===== config.mk =====
export PLATFORM = sky130hd
export DESIGN_NAME = xcore_doorbell
export DESIGN_NICKNAME = d
export VERILOG_FILES = /design/src/rtl/doorbell_pkg.sv /design/src/rtl/db_channel.sv /design/src/rtl/db_rx_gate.sv /design/src/rtl/xcore_doorbell.sv
export SDC_FILE = /design/constraint.sdc
export NUM_CORES = 1
export LEC_CHECK = 0
export ABC_AREA = 1
export BUFFER_PORTS_ARGS = -buffer_cell sky130_fd_sc_hd__buf_2
export CAP_MARGIN = 20
export CELL_PAD_IN_SITES_DETAIL_PLACEMENT = 0
export CELL_PAD_IN_SITES_GLOBAL_PLACEMENT = 1
export CORE_MARGIN = 8
export CORE_UTILIZATION = 26
export CTS_BUF_LIST = sky130_fd_sc_hd__clkbuf_8
export CTS_CLUSTER_DIAMETER = 60
export CTS_CLUSTER_SIZE = 8
export DETAILED_ROUTE_END_ITERATION = 8
export GPL_ROUTABILITY_DRIVEN = 0
export HOLD_SLACK_MARGIN = 0.03
export PLACE_DENSITY = 0.8
export SYNTH_ARGS = -nofsm -noshare
export SYNTH_HDL_FRONTEND = slang
export SYNTH_SLANG_ARGS = --single-unit

===== constraint.sdc =====
create_clock -name clk -period 0.9 [get_ports clk]
set_input_delay 0.18 -clock clk [delete_from_list [all_inputs] [get_ports clk]]
set_output_delay 0.18 -clock clk [all_outputs]
set_load 0.05 [all_outputs]

===== src/rtl/doorbell_pkg.sv =====
package doorbell_pkg;

    // Number of general-purpose doorbells per direction.
    localparam int unsigned GP_W = 4;
    // Doorbell n sits at bit GP_W-1-n; the last doorbell is bit 0.
    localparam int unsigned RST_NOTE_BIT = 0;
    localparam int unsigned SIDES = 2;

    // Commands issued by a side acting as sender.
    typedef struct packed {
        logic            trig_we;
        logic [GP_W-1:0] trig_gp;
        logic            trig_nmi;
        logic            fail_clr;
        logic            unit_rst_req;
    } tx_cmd_t;

    // Commands issued by a side acting as receiver.
    typedef struct packed {
        logic            clr_we;
        logic [GP_W-1:0] clr_gp;
        logic            clr_nmi;
        logic            cfg_we;
        logic [GP_W-1:0] cfg_gp_en;
        logic            cfg_rst_en;
    } rx_cmd_t;

    function automatic logic [GP_W-1:0] w1c_mask(input logic we, input logic [GP_W-1:0] m);
        return we ? m : '0;
    endfunction

    function automatic logic [GP_W-1:0] note_vec(input logic bit_in);
        logic [GP_W-1:0] v;
        v = '0;
        v[RST_NOTE_BIT] = bit_in;
        return v;
    endfunction

endpackage


===== src/rtl/db_channel.sv =====
module db_channel
    import doorbell_pkg::*;
(
    input  logic            clk,
    input  logic            rst,
    input  tx_cmd_t         tx,
    input  rx_cmd_t         rx,
    input  logic            rx_rst_en,
    output logic [GP_W-1:0] req,
    output logic            nmi_pend,
    output logic            fail,
    output logic            rst_pend
);

    logic            busy;
    logic            accept;
    logic            refuse;
    logic [GP_W-1:0] clr_eff;

    assign busy    = (|(tx.trig_gp & req)) | (tx.trig_nmi & nmi_pend);
    assign accept  = tx.trig_we & ~busy;
    assign refuse  = tx.trig_we & busy;
    assign clr_eff = w1c_mask(rx.clr_we, rx.clr_gp);

    always_ff @(posedge clk) begin
        if (rst) begin
            req      <= '0;
            nmi_pend <= 1'b0;
            fail     <= 1'b0;
            rst_pend <= 1'b0;
        end else begin
            req      <= (req & ~clr_eff) | (accept ? tx.trig_gp : '0);
            nmi_pend <= (nmi_pend & ~rx.clr_nmi) | (accept & tx.trig_nmi);
            fail     <= refuse | (fail & ~tx.fail_clr);
            rst_pend <= (rst_pend & ~clr_eff[RST_NOTE_BIT]) | (tx.unit_rst_req & rx_rst_en);
        end
    end


    reset_clears_chk: assert property (@(posedge clk)
        rst |=> (req == '0 && !nmi_pend && !fail && !rst_pend));


    refused_keeps_req_chk: assert property (@(posedge clk) disable iff (rst)
        (tx.trig_we && (|(tx.trig_gp & req)) && !rx.clr_we) |=> (req == $past(req)));


    refusal_sets_fail_chk: assert property (@(posedge clk) disable iff (rst)
        (tx.trig_we && (tx.trig_nmi && nmi_pend)) |=> fail);


    ack_drops_req_chk: assert property (@(posedge clk) disable iff (rst)
        (rx.clr_we && ((rx.clr_gp & req) != '0)) |=> ((req & $past(rx.clr_gp & req)) == '0));


    nmi_holds_chk: assert property (@(posedge clk) disable iff (rst)
        (nmi_pend && !rx.clr_nmi) |=> nmi_pend);

endmodule


===== src/rtl/db_rx_gate.sv =====
module db_rx_gate
    import doorbell_pkg::*;
(
    input  logic            clk,
    input  logic            rst,
    input  rx_cmd_t         rx,
    input  logic [GP_W-1:0] peer_req,
    input  logic            rst_pend,
    output logic [GP_W-1:0] pend,
    output logic            irq,
    output logic            rst_en
);

    logic [GP_W-1:0] gp_en;

    always_ff @(posedge clk) begin
        if (rst) begin
            gp_en  <= '0;
            rst_en <= 1'b0;
        end else if (rx.cfg_we) begin
            gp_en  <= rx.cfg_gp_en;
            rst_en <= rx.cfg_rst_en;
        end
    end

    assign pend = peer_req | note_vec(rst_pend);
    assign irq  = |(pend & gp_en);


    idle_no_irq_chk: assert property (@(posedge clk) disable iff (rst)
        (pend == '0) |-> !irq);


    masked_no_irq_chk: assert property (@(posedge clk) disable iff (rst)
        (gp_en == '0) |-> !irq);

endmodule


===== src/rtl/xcore_doorbell.sv =====
module xcore_doorbell
    import doorbell_pkg::*;
(
    input  logic            clk,
    input  logic            rst,
    input  logic            a_trig_we,
    input  logic [GP_W-1:0] a_trig_gp,
    input  logic            a_trig_nmi,
    input  logic            a_clr_we,
    input  logic [GP_W-1:0] a_clr_gp,
    input  logic            a_clr_nmi,
    input  logic            a_fail_clr,
    input  logic            a_cfg_we,
    input  logic [GP_W-1:0] a_cfg_gp_en,
    input  logic            a_cfg_rst_en,
    input  logic            a_unit_rst_req,
    input  logic            b_trig_we,
    input  logic [GP_W-1:0] b_trig_gp,
    input  logic            b_trig_nmi,
    input  logic            b_clr_we,
    input  logic [GP_W-1:0] b_clr_gp,
    input  logic            b_clr_nmi,
    input  logic            b_fail_clr,
    input  logic            b_cfg_we,
    input  logic [GP_W-1:0] b_cfg_gp_en,
    input  logic            b_cfg_rst_en,
    input  logic            b_unit_rst_req,
    output logic [GP_W-1:0] a_req,
    output logic [GP_W-1:0] a_pend,
    output logic            a_fail,
    output logic            a_irq,
    output logic            a_nmi,
    output logic [GP_W-1:0] b_req,
    output logic [GP_W-1:0] b_pend,
    output logic            b_fail,
    output logic            b_irq,
    output logic            b_nmi
);

    tx_cmd_t         tx     [SIDES];
    rx_cmd_t         rx     [SIDES];
    logic [GP_W-1:0] req_w  [SIDES];
    logic [GP_W-1:0] pend_w [SIDES];
    logic            nmi_w  [SIDES];
    logic            fail_w [SIDES];
    logic            irq_w  [SIDES];
    logic            rp_w   [SIDES];
    logic            ren_w  [SIDES];

    assign tx[0] = {a_trig_we, a_trig_gp, a_trig_nmi, a_fail_clr, a_unit_rst_req};
    assign tx[1] = {b_trig_we, b_trig_gp, b_trig_nmi, b_fail_clr, b_unit_rst_req};
    assign rx[0] = {a_clr_we, a_clr_gp, a_clr_nmi, a_cfg_we, a_cfg_gp_en, a_cfg_rst_en};
    assign rx[1] = {b_clr_we, b_clr_gp, b_clr_nmi, b_cfg_we, b_cfg_gp_en, b_cfg_rst_en};

    // Direction d carries side d's requests to side 1-d.
    for (genvar d = 0; d < SIDES; d++) begin : g_dir
        localparam int unsigned PEER = SIDES - 1 - d;

        db_channel u_chan (
            .clk       (clk),
            .rst       (rst),
            .tx        (tx[d]),
            .rx        (rx[PEER]),
            .rx_rst_en (ren_w[PEER]),
            .req       (req_w[d]),
            .nmi_pend  (nmi_w[d]),
            .fail      (fail_w[d]),
            .rst_pend  (rp_w[PEER])
        );

        db_rx_gate u_gate (
            .clk      (clk),
            .rst      (rst),
            .rx       (rx[d]),
            .peer_req (req_w[PEER]),
            .rst_pend (rp_w[d]),
            .pend     (pend_w[d]),
            .irq      (irq_w[d]),
            .rst_en   (ren_w[d])
        );
    end

    assign a_req  = req_w[0];
    assign b_req  = req_w[1];
    assign a_pend = pend_w[0];
    assign b_pend = pend_w[1];
    assign a_fail = fail_w[0];
    assign b_fail = fail_w[1];
    assign a_irq  = irq_w[0];
    assign b_irq  = irq_w[1];
    assign a_nmi  = nmi_w[1];
    assign b_nmi  = nmi_w[0];


    req_mirrors_pend_chk: assert property (@(posedge clk) disable iff (rst)
        ((a_req & ~b_pend) == '0) && ((b_req & ~a_pend) == '0));


    b_idle_keeps_b_req_chk: assert property (@(posedge clk) disable iff (rst)
        (!b_trig_we && !a_clr_we) |=> (b_req == $past(b_req)));

endmodule


======== Word-level counts from Yosys, hierarchy flattened ========
Index checks and enable logic that the tools add are counted.
cells by class
  mux-type cells .......................... 4
  bitwise logic cells ..................... 44
  reductions and logical operators ........ 4
operator list
  operator            count
  bitwise AND 4 bit   6
  bitwise AND 1 bit   16
  two-way mux 4 bit   4
  OR reduction 4 bit  4
  NOT 1 bit           8
  NOT 4 bit           2
  OR 1 bit            8
  OR 4 x 1 -> 4 bit   2
  OR 4 bit            2
word-level totals
  bits in registers ....................... 24
  output and inout port bits .............. 22

======== Depth between registers and ports, before layout ========
  depth in word-level cells ............... 7
  mapped depth ............................ 6
  mapped depth without buffers ............ 6

======== Hierarchy ========
From an unflattened synthesis, not the netlist that was laid out.
second synthesis, totals
  cell total of the unflattened synthesis .. 158
  area total of the unflattened synthesis .. 1,091.0 um^2
by module, submodules not included
  module      instances  cells an instance  area each (um^2)
  db_channel  2          46                 320.3
  db_rx_gate  2          33                 225.2

======== Least setup slack after synthesis ========
No wires, ideal clock.
  kind .................................... reg-to-output
  start point ............................. register g_dir[1].u_chan.req[0]
  end point ............................... output port a_irq
  data arrival time ....................... 1,531 ps
  required time ........................... 720 ps
  path slack .............................. -811 ps
  stages on the path, launching flop included .. 4
  path buffers ............................ 0
  cell sequence ........................... dfxtp_1 -> or2_2 -> nand2_1 -> nand4_1
on the way
  cells in the longest elaborated chain, start to end .. 3
RTL lines
  what                      line                  source
  start: declaration        db_channel.sv:9       output logic [GP_W-1:0] req,
  start signal: assignment  db_channel.sv:32      req <= (req & ~clr_eff) | (accept ? tx.trig_gp : '0);
  OR 4 x 1 -> 4 bit         db_rx_gate.sv:26      assign pend = peer_req | note_vec(rst_pend);
  named net a_pend[0]       xcore_doorbell.sv:29  output logic [GP_W-1:0] a_pend,
  bitwise AND 4 bit         db_rx_gate.sv:27      assign irq = |(pend & gp_en);
  OR reduction 4 bit        db_rx_gate.sv:27
  end: declaration          xcore_doorbell.sv:31  output logic a_irq,
The timed path passes the listed nets, and every way through them passes these cells.

======== Final worst setup path ========
  start point ............................. register g_dir[0].u_chan.req[0]
  end point ............................... output port b_irq
on the way
  cells in the longest elaborated chain, start to end .. 3
RTL lines
  what                      line                  source
  start: declaration        db_channel.sv:9
  start signal: assignment  db_channel.sv:32
  OR 4 x 1 -> 4 bit         db_rx_gate.sv:26
  bitwise AND 4 bit         db_rx_gate.sv:27
  OR reduction 4 bit        db_rx_gate.sv:27
  end: declaration          xcore_doorbell.sv:36  output logic b_irq,
Every way passes these cells.

==> summary.md <==
## Outcome
* finished with violations — result of the run
* negative setup slack — violations in the final reports

## Power and ir drop
* 0.869 nW — leakage dissipation
* 2.71 mW — power consumption
* 1480 nW/um2 — power per cell area
* 0.456 mV — worst supply voltage drop on vdd

## Clocking
* 24 — clk sinks
* 2 — buffer depth of the longest clock path
* 0.25 ns — worst skew pair latency
* sky130_fd_sc_hd__clkbuf_8 — clock root cell
* 3 — number of CTS-inserted buffers
* built — TritonCTS clock tree
* 1 — maximum level of the CTS H-tree
* 0.08 ns — clock-pin transition on the worst setup and hold timing paths

## STA
* 0.674 — Max transition margin
* 759 MHz — maximum operating frequency
* 34 — Final setup violation count
* true — setup repair after global routing missed its margin
* 1.46 — final period utilization
* 0.489 ns — slew at the pin with the worst max-slew slack
* 0 — endpoints failing hold
* 1.32 ns — Period minus WS final
* -5.05 ns — aggregate negative setup slack
* 0.000715 ns — setup skew after layout
* -0.417 ns — slack of the critical path
* 0 — pins over their slew limit

## Synth
* sky130_fd_sc_hd__dfxtp_1 44%, sky130_fd_sc_hd__nand2_1 21%, sky130_fd_sc_hd__a21oi_1 11%, sky130_fd_sc_hd__nand4_1 6.9%, sky130_fd_sc_hd__buf_4 4.2% — cells taking the most area after synthesis
* 0.443 — sequential cell area fraction in the yosys report
* 24 — count of state elements after synthesis
* sky130_fd_sc_hd__dfxtp_1 — prevailing post-synth register cell
* 62 x sky130_fd_sc_hd__nand2_1, 24 x sky130_fd_sc_hd__a21oi_1, 24 x sky130_fd_sc_hd__dfxtp_1 — Synth top cells by count
* sky130_fd_sc_hd__nand2_1 — most frequently used cell type in the post-synthesis netlist
* 0 — Async S/R FF share, synth
* 0 — count of warnings emitted by yosys
* simple AND/OR/NAND/NOR gates — main combinational cell family by area after synthesis
* sky130_fd_sc_hd__dfxtp_1 — post-synthesis cell type with the largest combined area
* 0 — EDFF count, synth
* 0.129 — area fraction in compound gates after synthesis
* 0 — adder and majority cell fraction of the synthesized area
* 154 — gate count of the mapped netlist
* 0 — proportion of synthesized area in mux cells
* 12 — count of unique library cells instantiated by Yosys
* 0.443 — post-synth top area share
* 7.04 um2 — mean instance size in the synthesized netlist
* 0.328 — share of synthesized cell area in and, or, nand and nor gates
* 196 — Mapped Nets
* 1080 um2 — summed instance area of the synthesized netlist
* 0 — Synth Area in XOR/XNOR

## Critical path
* 1.14 ns — arrival time worst endpoint
* 0.72 ns — Worst EP required
* -0.16 ns — internal reg-to-reg setup slack
* or2_4 > nand2_2 > nand4_1 > buf_6 — critical-path cell list
* sky130_fd_sc_hd__dfxtp_4 — Max stage delay cell, worst path
* g_dir[0].u_chan.req[0] — worst flop-to-flop path endpoint
* flop to output port — WS Path Type
* output port — endpoint kind of the worst setup timing path
* g_dir[0].u_chan.req[3] — Worst R2R Start
* g_dir[0].u_chan.req[0] — crit path from
* 0.35 ns — maximum cell stage delay along the critical path
* 2 — maximum fanout encountered on the critical timing path
* 6 — Worst R2R Path Depth
* flop — startpoint type of the worst setup path

## Floorplan
* 4000 um2 — placeable core region
* 64 — I/O pins
* 6490 um2 — area of the die
* 23 — number of standard-cell rows in the floorplan
* 80.6 um — vertical die dimension
* 80.6 um — Die Span X
* 0.271 — Initial Util

## Layout
* 0.459 — final standard cell utilization of the core
* 0.500 — layout cell share with drive strength beyond 1
* 1840 um2 — Finished Cell Area
* 266 — number of nets in the finished design
* 0 — diode insertion count for antenna repair
* 69.6% — area delta synth->final

## Global route
* 0 — antenna violations before repair
* 25 — pin count of the biggest net entering global routing
* 1,236 — number of global-route vias before repair
* 5390 um — first-pass GRT wire length
* 0 — overflow left after global routing
* 0.101 — total routing resource utilization after global routing

## Drt
* 4 — Initial DRT Pass Iterations
* 4.46 — mean number of vias per cell
* 51 — DRC marker count from the first detailed-route iteration
* 3370 um — routed wire length
* 0 — post-detailed-route DRC marker count
* 1,213 — number of vias after detailed routing
* 12.4 um — per-cell routed wire length
* 0 — post-route antenna net violation count

## Placement
* 2600 um — placed wire-length estimate
* 1500 um2 — cell area after placement
* 63 — port bufs

## Hold path
* b_clr_nmi — startpoint of the lowest-slack hold path
* primary input to flop — worst min-delay path class
* 4 — Hold Crit Depth
* g_dir[0].u_chan.nmi_pend — hold endpoint

## Job
* 0 — number of max-cap violations

## placed cells by master (no fill, tap or decap)
cell type                   n
sky130_fd_sc_hd__o21ai_0    4
sky130_fd_sc_hd__nand2_1   51
sky130_fd_sc_hd__buf_8     18
sky130_fd_sc_hd__nand4_1   12
sky130_fd_sc_hd__dfxtp_4   10
sky130_fd_sc_hd__clkbuf_8   3
sky130_fd_sc_hd__buf_6     10
sky130_fd_sc_hd__nor2_4     2
sky130_fd_sc_hd__inv_1     10
sky130_fd_sc_hd__a21oi_2    2
sky130_fd_sc_hd__nand2_2   11
sky130_fd_sc_hd__buf_2     42
sky130_fd_sc_hd__dfxtp_1   12
sky130_fd_sc_hd__a21oi_1   22
sky130_fd_sc_hd__nand2_4    2
sky130_fd_sc_hd__or2_4      2
sky130_fd_sc_hd__inv_2      4
sky130_fd_sc_hd__dfxtp_2    2
sky130_fd_sc_hd__buf_4      3
## state kept, by name, summed over array words and instances (netlist names)
signal                 flops
g_dir.u_chan.fail          2
g_dir.u_gate.gp_en         8
g_dir.u_gate.rst_en        2
g_dir.u_chan.rst_pend      2
g_dir.u_chan.req           8
g_dir.u_chan.nmi_pend      2
## stage by stage
step / setup WS (ns) / instances / hold WS (ns)
after global routing: -0.476 / 272 / 0.160
after floorplan: -0.529 / 154 / 0.239
after detailed placement: -0.151 / 264 / 0.430
after CTS: -0.420 / 272 / 0.153
after global placement: -0.151 / 264 / 0.428
final: -0.417 / 272 / 0.155
## final cells by class
class                      instances  area (um2)
fill                             419        2160
sequential                        24         520
timing repair buffer              73         616
tap                               50        62.6
inverter                          14        52.6
clock buffer                       3        41.3
multi-input combinational        108         546
## report_power, final
part	internal [mW]	total [mW]	switching (mW)	leakage (nW)
logic	0.393	0.913	0.520	0.642
registers	1.13	1.19	0.0655	0.205
clock network	0.298	0.610	0.312	0.0216
## critical path: cells and delay by family (launching register included)
family | cells | cell delay (ns)
simple gates | 3 | 0.37
flops | 1 | 0.35
buf+inv | 1 | 0.17
## routing by layer
layer / track usage / part of all wire / vias to the layer above / routed length [um]
met2: 0.174 / 0.48 / 37 / 1620
met1: 0.122 / 0.45 / 544 / 1500
met5: 0 / 0 / - / 0
met4: 0.0327 / 0.010 / 0 / 34
met3: 0.0212 / 0.063 / 2 / 212
li1: - / - / 630 / -
## repair_timing
action / 4_1_cts / 5_1_grt
pin swaps: 3 / 3
gates resized for setup: 70 / 11
buffers inserted: 5 / 3
setup endpoints to repair: 34 / 34
hold buffers: 0 / 0
## worst max path at each step
stage,end,slack [ns],cells after the start
global route,a_irq,-0.48,4
global placement,a_irq,-0.15,4
CTS,b_irq,-0.42,4
floorplan,a_irq,-0.53,3
detailed placement,b_irq,-0.15,4
finish,b_irq,-0.42,4
## kinds of logic after synthesis
logic type,after synthesis
DFF,24
buffers and inverters,22
and+or+nand+nor,80
AOI/OAI and AO/OA,28
No activity file was read; power rests on OpenSTA's default activity.
